`config.mk`:
```
export PLATFORM = sky130hd
export DESIGN_NAME = flash_op_seq
export DESIGN_NICKNAME = d
export VERILOG_FILES = /design/src/rtl/fps_pkg.sv /design/src/rtl/fps_datapath.sv /design/src/rtl/fps_ctrl.sv /design/src/rtl/flash_op_seq.sv
export SDC_FILE = /design/constraint.sdc
export NUM_CORES = 1
export LEC_CHECK = 0
export BUFFER_PORTS_ARGS = -buffer_cell sky130_fd_sc_hd__buf_2
export CAP_MARGIN = 20
export CORE_ASPECT_RATIO = 0.5
export CORE_MARGIN = 2
export CORE_UTILIZATION = 58
export CTS_CLUSTER_DIAMETER = 50
export DETAILED_ROUTE_END_ITERATION = 6
export GPL_ROUTABILITY_DRIVEN = 1
export HOLD_SLACK_MARGIN = 0.05
export PLACE_DENSITY = 0.86
export SYNTH_ARGS = -nofsm -noshare
export SYNTH_HDL_FRONTEND = slang
export SYNTH_SLANG_ARGS = --single-unit
```
`constraint.sdc`:
```
create_clock -name clk -period 3.7 [get_ports clk]
set_clock_uncertainty 0.2 [all_clocks]
set_input_delay 0.74 -clock clk [delete_from_list [all_inputs] [get_ports clk]]
set_output_delay 0.74 -clock clk [all_outputs]
set_load 0.005 [all_outputs]
```
`src/rtl/fps_pkg.sv`:
```
package fps_pkg;

  typedef enum logic [1:0] {
    OP_PROG = 2'd0,
    OP_CHIP = 2'd1,
    OP_BLK  = 2'd2,
    OP_RSVD = 2'd3
  } op_e;

  typedef enum logic [1:0] {
    W_SETUP,
    W_SECOND,
    W_BLKLOAD,
    W_RESET
  } wsel_e;

  typedef enum logic [1:0] {
    A_ZERO,
    A_POLL,
    A_BLOCK
  } asel_e;

  localparam logic [7:0] CMD_PROG_SETUP  = 8'h40;
  localparam logic [7:0] CMD_CHIP        = 8'h30;
  localparam logic [7:0] CMD_BLK_SETUP   = 8'h20;
  localparam logic [7:0] CMD_BLK_CONFIRM = 8'hD0;
  localparam logic [7:0] CMD_RESET       = 8'hFF;

  // strobes from control to datapath
  typedef struct packed {
    logic  load;        // capture request fields
    logic  go;          // start a bus access
    logic  rd;          // access is a read
    wsel_e wsel;        // write byte select
    asel_e asel;        // address select
    logic  pollClr;     // restart poll history
    logic  blkAdvance;  // drop lowest pending block
    logic  waitStart;   // arm settle counter
  } ctl_t;

  // status from datapath to control
  typedef struct packed {
    logic accDone;
    logic pollOk;
    logic verifyBad;
    logic pollLimit;
    logic moreBlk;
    logic waitDone;
    logic reqLegal;
    logic isBlk;
  } sts_t;

endpackage

```
`src/rtl/fps_datapath.sv`:
```
module fps_datapath
  import fps_pkg::*;
#(
  parameter int ADDR_W     = 17,
  parameter int NUM_BLK    = 8,
  parameter int PULSE_CYC  = 4,
  parameter int GAP_CYC    = 2,
  parameter int SETTLE_CYC = 50000,
  parameter int MAX_POLLS  = 100000
) (
  input  logic                clk,
  input  logic                rst_n,
  input  logic [1:0]          reqOp,
  input  logic [ADDR_W-1:0]   reqAddr,
  input  logic [7:0]          reqData,
  input  logic [NUM_BLK-1:0]  reqBlockMask,
  input  logic [7:0]          busRdData,
  input  ctl_t                ctl,
  output sts_t                sts,
  output logic [ADDR_W-1:0]   busAddr,
  output logic [7:0]          busWrData,
  output logic                busWe,
  output logic                busRe
);

  localparam int BLK_W = $clog2(NUM_BLK);
  localparam int OFS_W = ADDR_W - BLK_W;
  localparam int TMAX  = (PULSE_CYC > GAP_CYC) ? PULSE_CYC : GAP_CYC;
  localparam int TW    = $clog2(TMAX + 1);
  localparam int WW    = $clog2(SETTLE_CYC + 1);
  localparam int PW    = $clog2(MAX_POLLS + 1);

  typedef enum logic [1:0] {PH_IDLE, PH_STROBE, PH_GAP} phase_e;

  function automatic logic [BLK_W-1:0] lowIdx(input logic [NUM_BLK-1:0] m);
    lowIdx = '0;
    for (int i = NUM_BLK - 1; i >= 0; i--) begin
      if (m[i]) lowIdx = BLK_W'(i);
    end
  endfunction

  function automatic logic [ADDR_W-1:0] blkBase(input logic [BLK_W-1:0] idx);
    blkBase = {idx, {OFS_W{1'b0}}};
  endfunction

  op_e                opReg;
  logic [7:0]         dataReg;
  logic [NUM_BLK-1:0] maskReg;
  logic [ADDR_W-1:0]  pollAddr;
  phase_e             phase;
  logic [TW-1:0]      tCnt;
  logic               isRd;
  logic [7:0]         rdReg;
  logic               prevB6;
  logic               havePrev;
  logic [PW-1:0]      pollCnt;
  logic [WW-1:0]      waitCnt;

  logic               accDone;
  logic               engFree;
  logic [7:0]         selData;
  logic [ADDR_W-1:0]  selAddr;
  logic               critHit;
  logic               stableHit;
  logic [NUM_BLK-1:0] maskRest;

  // ---------------- request capture ----------------
  always_ff @(posedge clk or negedge rst_n) begin
    if (!rst_n) begin
      opReg    <= OP_PROG;
      dataReg  <= '0;
      maskReg  <= '0;
      pollAddr <= '0;
    end else if (ctl.load) begin
      opReg    <= op_e'(reqOp);
      dataReg  <= reqData;
      maskReg  <= reqBlockMask;
      case (op_e'(reqOp))
        OP_PROG: pollAddr <= reqAddr;
        OP_BLK:  pollAddr <= blkBase(lowIdx(reqBlockMask));
        default: pollAddr <= '0;
      endcase
    end else if (ctl.blkAdvance) begin
      maskReg <= maskRest;
    end
  end

  assign maskRest = maskReg & (maskReg - NUM_BLK'(1));

  // ---------------- write byte and address select ----------------
  always_comb begin
    selData = 8'h00;
    if (!ctl.rd) begin
      case (ctl.wsel)
        W_SETUP: begin
          case (opReg)
            OP_PROG: selData = CMD_PROG_SETUP;
            OP_BLK:  selData = CMD_BLK_SETUP;
            default: selData = CMD_CHIP;
          endcase
        end
        W_SECOND:  selData = (opReg == OP_PROG) ? dataReg : CMD_CHIP;
        W_BLKLOAD: selData = CMD_BLK_CONFIRM;
        default:   selData = CMD_RESET;
      endcase
    end
  end

  always_comb begin
    case (ctl.asel)
      A_POLL:  selAddr = pollAddr;
      A_BLOCK: selAddr = blkBase(lowIdx(maskReg));
      default: selAddr = '0;
    endcase
  end

  // ---------------- bus access engine ----------------
  assign accDone = (phase == PH_GAP) && (tCnt == TW'(GAP_CYC - 1));
  assign engFree = (phase == PH_IDLE) || accDone;

  always_ff @(posedge clk or negedge rst_n) begin
    if (!rst_n) begin
      phase     <= PH_IDLE;
      tCnt      <= '0;
      isRd      <= 1'b0;
      busAddr   <= '0;
      busWrData <= '0;
      rdReg     <= '0;
    end else if (ctl.go) begin
      phase     <= PH_STROBE;
      tCnt      <= '0;
      isRd      <= ctl.rd;
      busAddr   <= selAddr;
      busWrData <= selData;
    end else begin
      case (phase)
        PH_STROBE: begin
          if (tCnt == TW'(PULSE_CYC - 1)) begin
            phase <= PH_GAP;
            tCnt  <= '0;
            if (isRd) rdReg <= busRdData;
          end else begin
            tCnt <= tCnt + TW'(1);
          end
        end
        PH_GAP: begin
          if (accDone) phase <= PH_IDLE;
          else         tCnt  <= tCnt + TW'(1);
        end
        default: ;
      endcase
    end
  end

  assign busWe = (phase == PH_STROBE) && !isRd;
  assign busRe = (phase == PH_STROBE) && isRd;

  // ---------------- status history and poll count ----------------
  always_ff @(posedge clk or negedge rst_n) begin
    if (!rst_n) begin
      prevB6   <= 1'b0;
      havePrev <= 1'b0;
      pollCnt  <= '0;
    end else if (ctl.pollClr) begin
      havePrev <= 1'b0;
      pollCnt  <= '0;
    end else if (accDone && isRd) begin
      prevB6   <= rdReg[6];
      havePrev <= 1'b1;
      pollCnt  <= pollCnt + PW'(1);
    end
  end

  assign critHit   = (opReg == OP_PROG) ? (rdReg[7:6] == dataReg[7:6]) : rdReg[7];
  assign stableHit = accDone && isRd && havePrev && (rdReg[6] == prevB6) && critHit;

  // ---------------- settle counter ----------------
  always_ff @(posedge clk or negedge rst_n) begin
    if (!rst_n)              waitCnt <= '0;
    else if (ctl.waitStart)  waitCnt <= WW'(SETTLE_CYC - 1);
    else if (waitCnt != '0)  waitCnt <= waitCnt - WW'(1);
  end

  always_comb begin
    sts           = '0;
    sts.accDone   = accDone;
    sts.pollOk    = stableHit && ((opReg != OP_PROG) || (rdReg == dataReg));
    sts.verifyBad = stableHit && (opReg == OP_PROG) && (rdReg != dataReg);
    sts.pollLimit = (pollCnt == PW'(MAX_POLLS - 1));
    sts.moreBlk   = (maskRest != '0);
    sts.waitDone  = (waitCnt == '0);
    sts.reqLegal  = (op_e'(reqOp) != OP_RSVD) &&
                    !((op_e'(reqOp) == OP_BLK) && (reqBlockMask == '0));
    sts.isBlk     = (opReg == OP_BLK);
  end

  // ---------------- assertions ----------------
  a_r12_one_strobe: assert property (@(posedge clk) disable iff (!rst_n)
    !(busWe && busRe));

  a_r12_hold_stable: assert property (@(posedge clk) disable iff (!rst_n)
    ((busWe || busRe) && $past(busWe || busRe)) |-> ($stable(busAddr) && $stable(busWrData)));

  a_r12_go_when_free: assert property (@(posedge clk) disable iff (!rst_n)
    ctl.go |-> engFree);

  a_r8_poll_bound: assert property (@(posedge clk) disable iff (!rst_n)
    pollCnt <= PW'(MAX_POLLS));

  a_r3_advance_pending: assert property (@(posedge clk) disable iff (!rst_n)
    ctl.blkAdvance |-> (maskReg != '0));

endmodule

```
`src/rtl/fps_ctrl.sv`:
```
module fps_ctrl
  import fps_pkg::*;
(
  input  logic clk,
  input  logic rst_n,
  input  logic reqValid,
  input  sts_t sts,
  output ctl_t ctl,
  output logic busy,
  output logic done,
  output logic fail
);

  typedef enum logic [3:0] {
    S_IDLE, S_START, S_CMD1, S_BLKNEXT, S_BLK,
    S_CMD2, S_SETTLE, S_POLL, S_RST1, S_RST2
  } state_e;

  state_e st, nxt;
  logic   setDone, setFail;

  always_comb begin
    ctl     = '0;
    nxt     = st;
    setDone = 1'b0;
    setFail = 1'b0;
    case (st)
      S_IDLE: begin
        if (reqValid && sts.reqLegal) begin
          ctl.load = 1'b1;
          nxt      = S_START;
        end
      end
      S_START: begin
        ctl.go   = 1'b1;
        ctl.wsel = W_SETUP;
        ctl.asel = A_ZERO;
        nxt      = S_CMD1;
      end
      S_CMD1: begin
        if (sts.accDone) begin
          if (sts.isBlk) begin
            nxt = S_BLKNEXT;
          end else begin
            ctl.go   = 1'b1;
            ctl.wsel = W_SECOND;
            ctl.asel = A_POLL;
            nxt      = S_CMD2;
          end
        end
      end
      S_BLKNEXT: begin
        ctl.go   = 1'b1;
        ctl.wsel = W_BLKLOAD;
        ctl.asel = A_BLOCK;
        nxt      = S_BLK;
      end
      S_BLK: begin
        if (sts.accDone) begin
          ctl.blkAdvance = 1'b1;
          if (sts.moreBlk) begin
            nxt = S_BLKNEXT;
          end else begin
            ctl.waitStart = 1'b1;
            nxt           = S_SETTLE;
          end
        end
      end
      S_CMD2: begin
        if (sts.accDone) begin
          ctl.go      = 1'b1;
          ctl.rd      = 1'b1;
          ctl.asel    = A_POLL;
          ctl.pollClr = 1'b1;
          nxt         = S_POLL;
        end
      end
      S_SETTLE: begin
        if (sts.waitDone) begin
          ctl.go      = 1'b1;
          ctl.rd      = 1'b1;
          ctl.asel    = A_POLL;
          ctl.pollClr = 1'b1;
          nxt         = S_POLL;
        end
      end
      S_POLL: begin
        if (sts.accDone) begin
          if (sts.pollOk) begin
            setDone = 1'b1;
            nxt     = S_IDLE;
          end else if (sts.verifyBad || sts.pollLimit) begin
            ctl.go   = 1'b1;
            ctl.wsel = W_RESET;
            ctl.asel = A_ZERO;
            nxt      = S_RST1;
          end else begin
            ctl.go   = 1'b1;
            ctl.rd   = 1'b1;
            ctl.asel = A_POLL;
          end
        end
      end
      S_RST1: begin
        if (sts.accDone) begin
          ctl.go   = 1'b1;
          ctl.wsel = W_RESET;
          ctl.asel = A_ZERO;
          nxt      = S_RST2;
        end
      end
      S_RST2: begin
        if (sts.accDone) begin
          setFail = 1'b1;
          nxt     = S_IDLE;
        end
      end
      default: nxt = S_IDLE;
    endcase
  end

  always_ff @(posedge clk or negedge rst_n) begin
    if (!rst_n) begin
      st   <= S_IDLE;
      done <= 1'b0;
      fail <= 1'b0;
    end else begin
      st   <= nxt;
      done <= setDone;
      fail <= setFail;
    end
  end

  assign busy = (st != S_IDLE);

  // ---------------- assertions ----------------
  a_r9_report_idle: assert property (@(posedge clk) disable iff (!rst_n)
    (done || fail) |-> !busy);

  a_r9_report_on_fall: assert property (@(posedge clk) disable iff (!rst_n)
    $fell(busy) |-> (done || fail));

  a_r9_single_verdict: assert property (@(posedge clk) disable iff (!rst_n)
    !(done && fail));

  a_r10_no_load_busy: assert property (@(posedge clk) disable iff (!rst_n)
    ctl.load |-> !busy);

  a_r8_reset_after_limit: assert property (@(posedge clk) disable iff (!rst_n)
    (st == S_POLL && sts.accDone && !sts.pollOk && (sts.pollLimit || sts.verifyBad))
      |=> (st == S_RST1));

endmodule

```
`src/rtl/flash_op_seq.sv`:
```
module flash_op_seq
  import fps_pkg::*;
#(
  parameter int ADDR_W     = 17,
  parameter int NUM_BLK    = 8,
  parameter int PULSE_CYC  = 4,
  parameter int GAP_CYC    = 2,
  parameter int SETTLE_CYC = 50000,
  parameter int MAX_POLLS  = 100000
) (
  input  logic               clk,
  input  logic               rst_n,
  input  logic               reqValid,
  input  logic [1:0]         reqOp,
  input  logic [ADDR_W-1:0]  reqAddr,
  input  logic [7:0]         reqData,
  input  logic [NUM_BLK-1:0] reqBlockMask,
  output logic               busy,
  output logic               done,
  output logic               fail,
  output logic [ADDR_W-1:0]  busAddr,
  output logic [7:0]         busWrData,
  output logic               busWe,
  output logic               busRe,
  input  logic [7:0]         busRdData
);

  ctl_t ctl;
  sts_t sts;

  fps_ctrl u_ctrl (
    .clk      (clk),
    .rst_n    (rst_n),
    .reqValid (reqValid),
    .sts      (sts),
    .ctl      (ctl),
    .busy     (busy),
    .done     (done),
    .fail     (fail)
  );

  fps_datapath #(
    .ADDR_W     (ADDR_W),
    .NUM_BLK    (NUM_BLK),
    .PULSE_CYC  (PULSE_CYC),
    .GAP_CYC    (GAP_CYC),
    .SETTLE_CYC (SETTLE_CYC),
    .MAX_POLLS  (MAX_POLLS)
  ) u_dp (
    .clk          (clk),
    .rst_n        (rst_n),
    .reqOp        (reqOp),
    .reqAddr      (reqAddr),
    .reqData      (reqData),
    .reqBlockMask (reqBlockMask),
    .busRdData    (busRdData),
    .ctl          (ctl),
    .sts          (sts),
    .busAddr      (busAddr),
    .busWrData    (busWrData),
    .busWe        (busWe),
    .busRe        (busRe)
  );

endmodule

```
==> out/metrics.cfg, run 1 <==
[yosys]
ys_seq_elements = 115
synthCells = 655
synth_cell_types = 65
synth_edf_count = 0
syn_area_sq_mm = 0.005967
synth_nets = 707
ys_seq_area_share_pct = 48.23
syn_area_per_cell_sq_um = 9.110
synth-main-ff-cell = dfrtp_1
ys_async_sr_fraction_pct = 100.0
yosys_warnings = 0

[timing]
setup_slack_ns = 0.2948
period_share_pct = 92.03
setup_tns_ns = 0
slew_viol_final = 0
hold_viol_final = 0
slew_headroom_pct = 33.59
worst_pin_slew_ns = 0.9962
rsz0062_at_grt = no
clock.fmax_mhz = 293.7
setup_viol = 0
period_needed_ns = 3.405

[clock_network]
clock_sinks = 115
path_clk_slew_ns = 0.06
post_cts_buffers = 0
cts_resized = 0
h-tree-depth = 4
cts_buffers = 17
cts_buffer_depth = 2
cts_root_buffer = clkbuf_16
ctsHoldBuffers = 0
clock_latency_ns = 0.42
cts_tree = yes

[floorplan]
dieArea_sq_mm = 0.01116
dieWidth_microns = 147.4
coreArea_sq_mm = 0.01012
core.rowCount = 26
io_pins = 76
initial_utilization_pct = 58.98
die_h_microns = 75.72

[global_route]
grt_max_degree = 71
antenna_found_initial = 0
grt_usage_pct = 26.34
grt_overflow_total = 0
grt_pass1_vias = 4717
grt_pass1_wl_microns = 22780

[power]
intPower_uw = 2228
p_leak_uw = 0.003469
power_density_mw_per_mm2 = 409.7
pwr-share-seq_pct = 43.6
combPwrFrac_pct = 2.3
switchingPower_uw = 659.3
power_frac_clock_pct = 54.1
ir_drop_uv = 311.9
switching_share_pct = 22.84

[drt]
wl_microns = 14380
drt_iter0_markers = 552
drt-met1-wl_microns = 6292
vias = 5244
met2_wirelength_microns = 6819
dr_wl_met3_microns = 1050
viasPerCell = 5.959
drc = 0
wl_per_cell_microns = 16.34
ant_nets = 0
top_layer = met4
drt-pass1-iter-count = 5

[setup_path]
crit_fanout = 14
path_class = reg2reg
setup.worst_path.start_class = register
cp_data_arrival_time_ns = 3.54
cp.required_ns = 3.83
cp-end-kind = register
r2r_setup_slack_ns = 0.29

[final_layout]
fin_area_sq_mm = 0.007047
syn_to_final_growth_pct = 18.10
fin_nets = 779
drive_gt1_share_pct = 18.65
diodes = 0
final_cells = 880
fin_util_pct = 69.65

[placed_design]
dp.cells = 848
gp_congestion = 0.8812
place_ws_ns = 0.3737
dpl_cell_area_sq_mm = 0.006477
hpwlAfterDp_microns = 9486
numPortBuffers = 75

[min_path]
hold_class = in2async

[outcome]
status = finished, final reports clean

[job]
cap_viol_max_count = 0

==> power by group through the flow <==
stage / sequential [uW] / clock [uW] / combinational (uW)
2_1_floorplan: 1280 / 0 / 8.99
3_3_place_gp: 1280 / 0 / 66.9
3_5_place_dp: 1280 / 0 / 67.3
4_1_cts: 1260 / 1570 / 67.6
5_1_grt: 1260 / 1630 / 75.9
6_report: 1260 / 1560 / 66.1
==> cell usage after synthesis, types with 11 or more instances <==
cell type	number	area, sq um
nand2_1	113	424.2
xor2_1	19	166.4
o21ai_0	21	105.1
xnor2_1	15	131.4
nor4_1	12	75.07
mux2i_1	16	160.2
a21oi_1	27	135.1
dfrtp_1	115	2878
nand4_1	11	68.82
clkbuf_1	23	86.33
inv_1	33	123.9
nor2_1	61	229.0
nand3_1	33	165.2
mux2_2	11	123.9
nor3_1	15	75.07
==> metal layers <==
metal | vias up | GRT usage, %
met5 | - | 0
met4 | 0 | 10.15
met3 | 29 | 6.048
met2 | 272 | 43.41
met1 | 2514 | 35.05
li1 | 2429 | -
==> layout make-up <==
cell class	count	area [sq um]
fill	685	3070
tap	140	175.2
multi-input combinational	474	2819
inverter	34	127.6
sequential	115	2878
clock inverter	14	130.1
timing repair buffer	85	478.0
clock buffer	18	439.2
==> flip-flops by register name (all words and copies together), names as in the netlist <==
signal and count:
u_dp.pollAddr 17, u_dp.prevB6 1, u_dp.phase 2, u_dp.maskReg 8, u_dp.pollCnt 17, u_dp.busWrData 8, u_dp.rdReg 8, u_dp.havePrev 1
u_dp.tCnt 3, u_ctrl.fail 1, u_ctrl.done 1, u_dp.waitCnt 16, u_dp.isRd 1, u_ctrl.st 4, u_dp.opReg 2, u_dp.dataReg 8
u_dp.busAddr 17
==> worst paths after layout <==
path / cells past startpoint / startpoint / to
worst max-delay path: 12 / u_dp.tCnt[1] / u_dp.busAddr[0]
worst min-delay path: 1 / rst_n / u_dp.pollAddr[1]
worst max register to register: 12 / u_dp.tCnt[1] / u_dp.busAddr[0]
worst min register to register: 2 / u_dp.pollAddr[13] / u_dp.pollAddr[13]
max in group asynchronous: 2 / rst_n / u_dp.pollCnt[13]
min in group clk: 2 / u_dp.pollAddr[13] / u_dp.pollAddr[13]
==> cells in the final DEF (no fill, tap or decap), types with 4 or more instances in the layout <==
cell / instances
dfrtp_1: 115
nand2_1: 113
buf_2: 74
nor2_1: 61
nand3_1: 33
inv_1: 33
a21oi_1: 27
o21ai_0: 21
xor2_1: 19
clkbuf_16: 17
mux2i_1: 16
xnor2_1: 15
nor3_1: 15
nor4_1: 12
nand4_1: 11
mux2_2: 11
buf_4: 9
a31oi_1: 7
a22o_1: 7
and3_1: 6
a211o_1: 6
nand2b_1: 6
ha_1: 6
nor2b_1: 5
and2_1: 5
or3_1: 5
o31ai_1: 5
clkinvlp_4: 5
a211oi_1: 4
a2111oi_0: 4
o22ai_1: 4
inv_6: 4
==> metrics by stage <==
| step | hold slack (ns) | power (uW) |
|---|---|---|
| global placement | 0.2494 | 1347 |
| CTS | 0.2682 | 2897 |
| detailed placement | 0.2556 | 1348 |
| global route | 0.2970 | 2965 |
| finish | 0.2364 | 2887 |
| floorplan | 0.2386 | 1290 |
==> critical path, cell delays in order, from the launching register on <==
cell,delay (ns)
dfrtp_1,0.42
inv_1,0.08
ha_1,0.23
and4bb_2,0.26
nand2_1,0.09
or3_2,0.57
a31oi_1,0.26
nand2_1,0.14
ha_1,0.33
nor2b_1,0.24
buf_4,0.26
nand2_1,0.07
mux2i_1,0.15
==> cells by family (layout without fill, tap and decap cells) <==
kind of cell,count (synthesis),after routing,share of synthesized area [%]
AO/OA/AOI/OAI,107,107,11.76
XOR/XNOR,34,34,4.991
adder cells (fa/ha/maj),7,7,1.426
buffers and inverters,66,151,4.592
flip-flops,115,115,48.23
multiplexers,29,29,5.263
AND/OR/NAND/NOR,297,297,23.74
No activity file was read; power rests on OpenSTA's default activity.
==> run 2: changes to the inputs <==
--- a/config.mk
+++ b/config.mk
@@ -9,12 +9,13 @@
 export CAP_MARGIN = 20
 export CORE_ASPECT_RATIO = 0.5
 export CORE_MARGIN = 2
-export CORE_UTILIZATION = 58
+export CORE_UTILIZATION = 60
+export CTS_BUF_LIST = sky130_fd_sc_hd__clkbuf_8
 export CTS_CLUSTER_DIAMETER = 50
 export DETAILED_ROUTE_END_ITERATION = 6
 export GPL_ROUTABILITY_DRIVEN = 1
 export HOLD_SLACK_MARGIN = 0.05
-export PLACE_DENSITY = 0.86
+export PLACE_DENSITY = 0.88
 export SYNTH_ARGS = -nofsm -noshare
 export SYNTH_HDL_FRONTEND = slang
 export SYNTH_SLANG_ARGS = --single-unit
==> run 2 against run 1 <==
Effect of this change:
- non-clock buffer count rose by 3
- sequential cell count did not move
- critical path type unchanged
- critical path depth did not move
- largest power group is now sequential cells
- cell count fell by 0.23%
- sequential share of layout area rose by 1.1 points
- register-to-register slack barely moved
- setup slack got worse by 0.0043 ns
- clock power fell by 27%
==> out/metrics.cfg, run 2 (same netlist as run 1, synthesis figures left out) <==
[outcome]
status = finished, final reports clean

[global_route]
grt_pass1_vias = 5005
grt_max_degree = 70
use_met3_pct = 7.239
globalRouteMet2Util_pct = 46.77
grt_overflow_total = 0
grt_pass1_wl_microns = 24330
antenna_found_initial = 0
grt_usage_pct = 28.73
grtUsageMet1_pct = 37.76
top_usage_layer = met2

[setup_path]
r2r_setup_slack_ns = 0.29
reg2reg_to = u_dp.busAddr[9]
crit_path_end = u_dp.busAddr[9]
timing.rr.start = u_dp.tCnt[1]
r2r_cells = 12
critPathLaunch = u_dp.tCnt[1]
crit_fanout = 14
cp_data_arrival_time_ns = 3.57
cp.required_ns = 3.86
path_class = reg2reg
setup.worst_path.start_class = register
cp-end-kind = register

[floorplan]
die_h_microns = 74.52
initial_utilization_pct = 62.54
core.rowCount = 25
dieWidth_microns = 145.0
coreArea_sq_mm = 0.009540
io_pins = 76
dieArea_sq_mm = 0.01081

[timing]
period_share_pct = 92.15
slew_viol_final = 0
setup_slack_ns = 0.2904
setup_tns_ns = 0
hold_viol_final = 0
clock.fmax_mhz = 293.3
slew_headroom_pct = 31.73
rsz0062_at_grt = no
worst_pin_slew_ns = 1.024
hold-worst-slack_ns = 0.1012
setup_viol = 0
period_needed_ns = 3.410

[placed_design]
hpwlAfterDp_microns = 9736
numPortBuffers = 75
gp_congestion = 0.9468
place_ws_ns = 0.3785

[drt]
wl_microns = 14550
drt_iter0_markers = 433
drt-pass1-iter-count = 6
vias = 5250
viasPerCell = 5.979
ant_nets = 0
wl_per_cell_microns = 16.57
drc = 0

[clock_network]
cts_buffer_depth = 2
cts_tree = yes
path_clk_slew_ns = 0.08
post_cts_buffers = 0
cts_resized = 0
cts_root_buffer = clkbuf_8
h-tree-depth = 4
cts_buffers = 17
ctsHoldBuffers = 0
clock_sinks = 115
clock_latency_ns = 0.45

[final_layout]
diodes = 0
top_regs = u_dp.busAddr x17, u_dp.pollAddr x17, u_dp.pollCnt x17
drive_gt1_share_pct = 18.98
final_cell_mix = dfrtp_1 (115), nand2_1 (113), buf_2 (74)
final_common_cell = dfrtp_1
syn_to_final_growth_pct = 15.01
fin_nets = 782

[power]
power_density_mw_per_mm2 = 359.3
ir_drop_uv = 206.2
p_leak_uw = 0.003401

[min_path]
hold_class = in2async

[job]
cap_viol_max_count = 0

[run 2: changes by cell type in the layout (fill, tap and decap cells not counted), sizes merged]
cell / before / now
buf: 85 / 88
clkinvlp: 5 / 3
inv: 37 / 39
clkbuf: 18 / 17
clkinv: 5 / 6
[run 2: critical path, cell delays in order, from the launching register on]
cell      delay (ns)
dfrtp_1         0.41
inv_1           0.07
ha_1            0.21
and4bb_2        0.25
nand2_1         0.08
or3_2           0.57
a31oi_1         0.28
nand2_1         0.15
ha_1            0.33
nor2b_1         0.25
buf_4           0.26
nand2_1         0.08
mux2i_1         0.18
[run 2: how the worst min path moves through the flow]
stage | cells past startpoint | endpoint | slack, ns | start
4_1_cts | 1 | u_dp.pollCnt[12] | 0.12 | rst_n
3_3_place_gp | 2 | u_dp.pollAddr[5] | 0.25 | u_dp.pollAddr[5]
5_1_grt | 1 | u_dp.maskReg[2] | 0.15 | rst_n
3_5_place_dp | 2 | u_dp.pollAddr[6] | 0.26 | u_dp.pollAddr[6]
6_report | 1 | u_dp.waitCnt[0] | 0.10 | rst_n
2_1_floorplan | 0 | u_ctrl.done | 0.24 | rst_n
[run 2: routing by layer]
metal	routed length (microns)	vias to the layer above
li1	-	2421
met1	6352	2558
met2	6844	234
met3	1017	37
met4	331	0
met5	0	-
[run 2: metrics by stage]
step	instances	area (sq um)	utilization (%)	power, uW
after global routing	878	6863	71.93	2546
final	878	6863	71.93	2466
after global placement	846	6481	67.93	1348
after floorplan	655	5967	-	1290
after detailed placement	846	6481	67.93	1349
after CTS	878	6863	71.93	2479
[run 2: final cells by class]
class	instances	area [sq um]
inverter	34	127.6
multi-input combinational	474	2819
fill	668	2678
tap	135	168.9
timing repair buffer	88	488.0
sequential	115	2878
clock buffer	17	234.0
clock inverter	15	147.6
[run 2: report_power, final]
| group | switching (uW) | total, uW | internal, uW |
|---|---|---|---|
| registers | 0 | 1260 | 1260 |
| clock network | 596 | 1140 | 546 |
| logic | 44.8 | 67.8 | 23.0 |
| total | 641 | 2470 | 1820 |
==> run 3: changes to the inputs <==
--- a/config.mk
+++ b/config.mk
@@ -16,6 +16,7 @@
 export GPL_ROUTABILITY_DRIVEN = 1
 export HOLD_SLACK_MARGIN = 0.05
 export PLACE_DENSITY = 0.88
+export REMOVE_ABC_BUFFERS = 1
 export SYNTH_ARGS = -nofsm -noshare
 export SYNTH_HDL_FRONTEND = slang
 export SYNTH_SLANG_ARGS = --single-unit
==> run 3 against run 2 <==
Effect of this change:
- critical path depth did not move
- setup slack got worse by 0.074 ns
- fmax fell by 2.1%
- sequential power barely moved
- count of clock-buffer cells in the layout rose by 2
- global-route usage fell by 1.1 points
- critical path type unchanged
- critical endpoint is now u_dp.busAddr[1]
- largest cell class unchanged
- largest power group is now the clock network
- highest routed layer unchanged
==> out/metrics.cfg, run 3 (same netlist as run 1, synthesis figures left out) <==
[setup_path]
path_class = reg2reg
setup.worst_path.start_class = register
cp.required_ns = 3.86
cp_data_arrival_time_ns = 3.64
cp-end-kind = register
crit_fanout = 14
r2r_setup_slack_ns = 0.22

[final_layout]
final_common_cell = dfrtp_1
diodes = 0
fin_nets = 778
top_regs = u_dp.busAddr x17, u_dp.pollAddr x17, u_dp.pollCnt x17
drive_gt1_share_pct = 18.40
final_cell_mix = dfrtp_1 (115), nand2_1 (113), buf_2 (74)
syn_to_final_growth_pct = 15.58

[drt]
viasPerCell = 5.915
wl_microns = 14130
drt_iter0_markers = 531
wl_per_cell_microns = 16.17
vias = 5170
drc = 0
ant_nets = 0
drt-pass1-iter-count = 7

[power]
switchingPower_uw = 576.5
power_density_mw_per_mm2 = 380.5
ir_drop_uv = 239.1
switching_share_pct = 21.97
pwr-share-seq_pct = 47.9
power_frac_clock_pct = 49.6
combPwrFrac_pct = 2.6
power_uw = 2624
p_leak_uw = 0.003419
intPower_uw = 2048

[timing]
setup_slack_ns = 0.2160
period_share_pct = 94.16
slew_viol_final = 0
slew_headroom_pct = 30.58
setup_viol = 0
rsz0062_at_grt = no
clock.fmax_mhz = 287.0
hold_viol_final = 0
period_needed_ns = 3.484
worst_pin_slew_ns = 1.041
setup_tns_ns = 0
hold-worst-slack_ns = 0.1447

[min_path]
hold_class = in2async

[placed_design]
hpwlAfterDp_microns = 9414
place_ws_ns = 0.3289
numPortBuffers = 75
gp_congestion = 0.9154

[clock_network]
ctsHoldBuffers = 0
cts_root_buffer = clkbuf_8
post_cts_buffers = 0
clock_latency_ns = 0.44
cts_resized = 0
path_clk_slew_ns = 0.07
clock_sinks = 115
cts_buffers = 17
cts_buffer_depth = 2
h-tree-depth = 4
cts_tree = yes

[global_route]
grt_overflow_total = 0
grt_pass1_wl_microns = 23470
grt_max_degree = 61
antenna_found_initial = 0
grt_usage_pct = 27.58
grt_pass1_vias = 4921

[floorplan]
core.rowCount = 25
dieArea_sq_mm = 0.01081
initial_utilization_pct = 62.54
die_h_microns = 74.52
io_pins = 76
coreArea_sq_mm = 0.009540
dieWidth_microns = 145.0

[job]
cap_viol_max_count = 0

[outcome]
status = finished, final reports clean

[run 3: area by class of cell]
type | count | area, sq um
Clock buffer | 19 | 261.5
Inverter | 34 | 127.6
Multi-Input combinational cell | 474 | 2819
Clock inverter | 13 | 183.9
Tap cell | 135 | 168.9
Fill cell | 678 | 2644
Timing Repair Buffer | 84 | 457.9
Sequential cell | 115 | 2878
[run 3: power groups by stage]
stage	logic (uW)	registers, uW	clock network, uW
3_5_place_dp	68.2	1280	0
3_3_place_gp	66.8	1280	0
4_1_cts	69.1	1260	1300
5_1_grt	76.3	1260	1370
6_report	66.9	1260	1300
2_1_floorplan	8.68	1280	0
[run 3: metal layers]
metal | wire length [microns] | track usage (%)
met5 | 0 | 0
met1 | 6012 | 34.59
met2 | 6834 | 46.83
met3 | 936 | 6.503
met4 | 346 | 13.20
[run 3: worst max-delay path: stages, from the launching register on]
cell,delay [ns]
dfrtp_1,0.42
inv_1,0.07
ha_1,0.21
and4bb_2,0.25
nand2_1,0.10
or3_2,0.60
a31oi_1,0.30
nand2_1,0.14
ha_1,0.34
nor2b_1,0.26
buf_4,0.27
nand2_1,0.08
mux2i_1,0.16
[run 3: worst paths after layout]
kind,startpoint,to,cells after the start
worst min register to register,u_dp.pollAddr[2],u_dp.pollAddr[2],2
worst max register to register,u_dp.tCnt[1],u_dp.busAddr[1],12
max in group asynchronous,rst_n,u_dp.pollCnt[4],2
min in group clk,u_dp.pollAddr[2],u_dp.pollAddr[2],2
worst max-delay path,u_dp.tCnt[1],u_dp.busAddr[1],12
worst min-delay path,rst_n,u_dp.busAddr[2],1
[run 3: metrics by stage]
| step | utilization, % | cells | instance area, sq um |
|---|---|---|---|
| final | 72.29 | 874 | 6897 |
| after global routing | 72.29 | 874 | 6897 |
| after CTS | 72.29 | 874 | 6897 |
| after detailed placement | 67.62 | 842 | 6451 |
| after global placement | 67.62 | 842 | 6451 |
| after floorplan | - | 623 | 5821 |
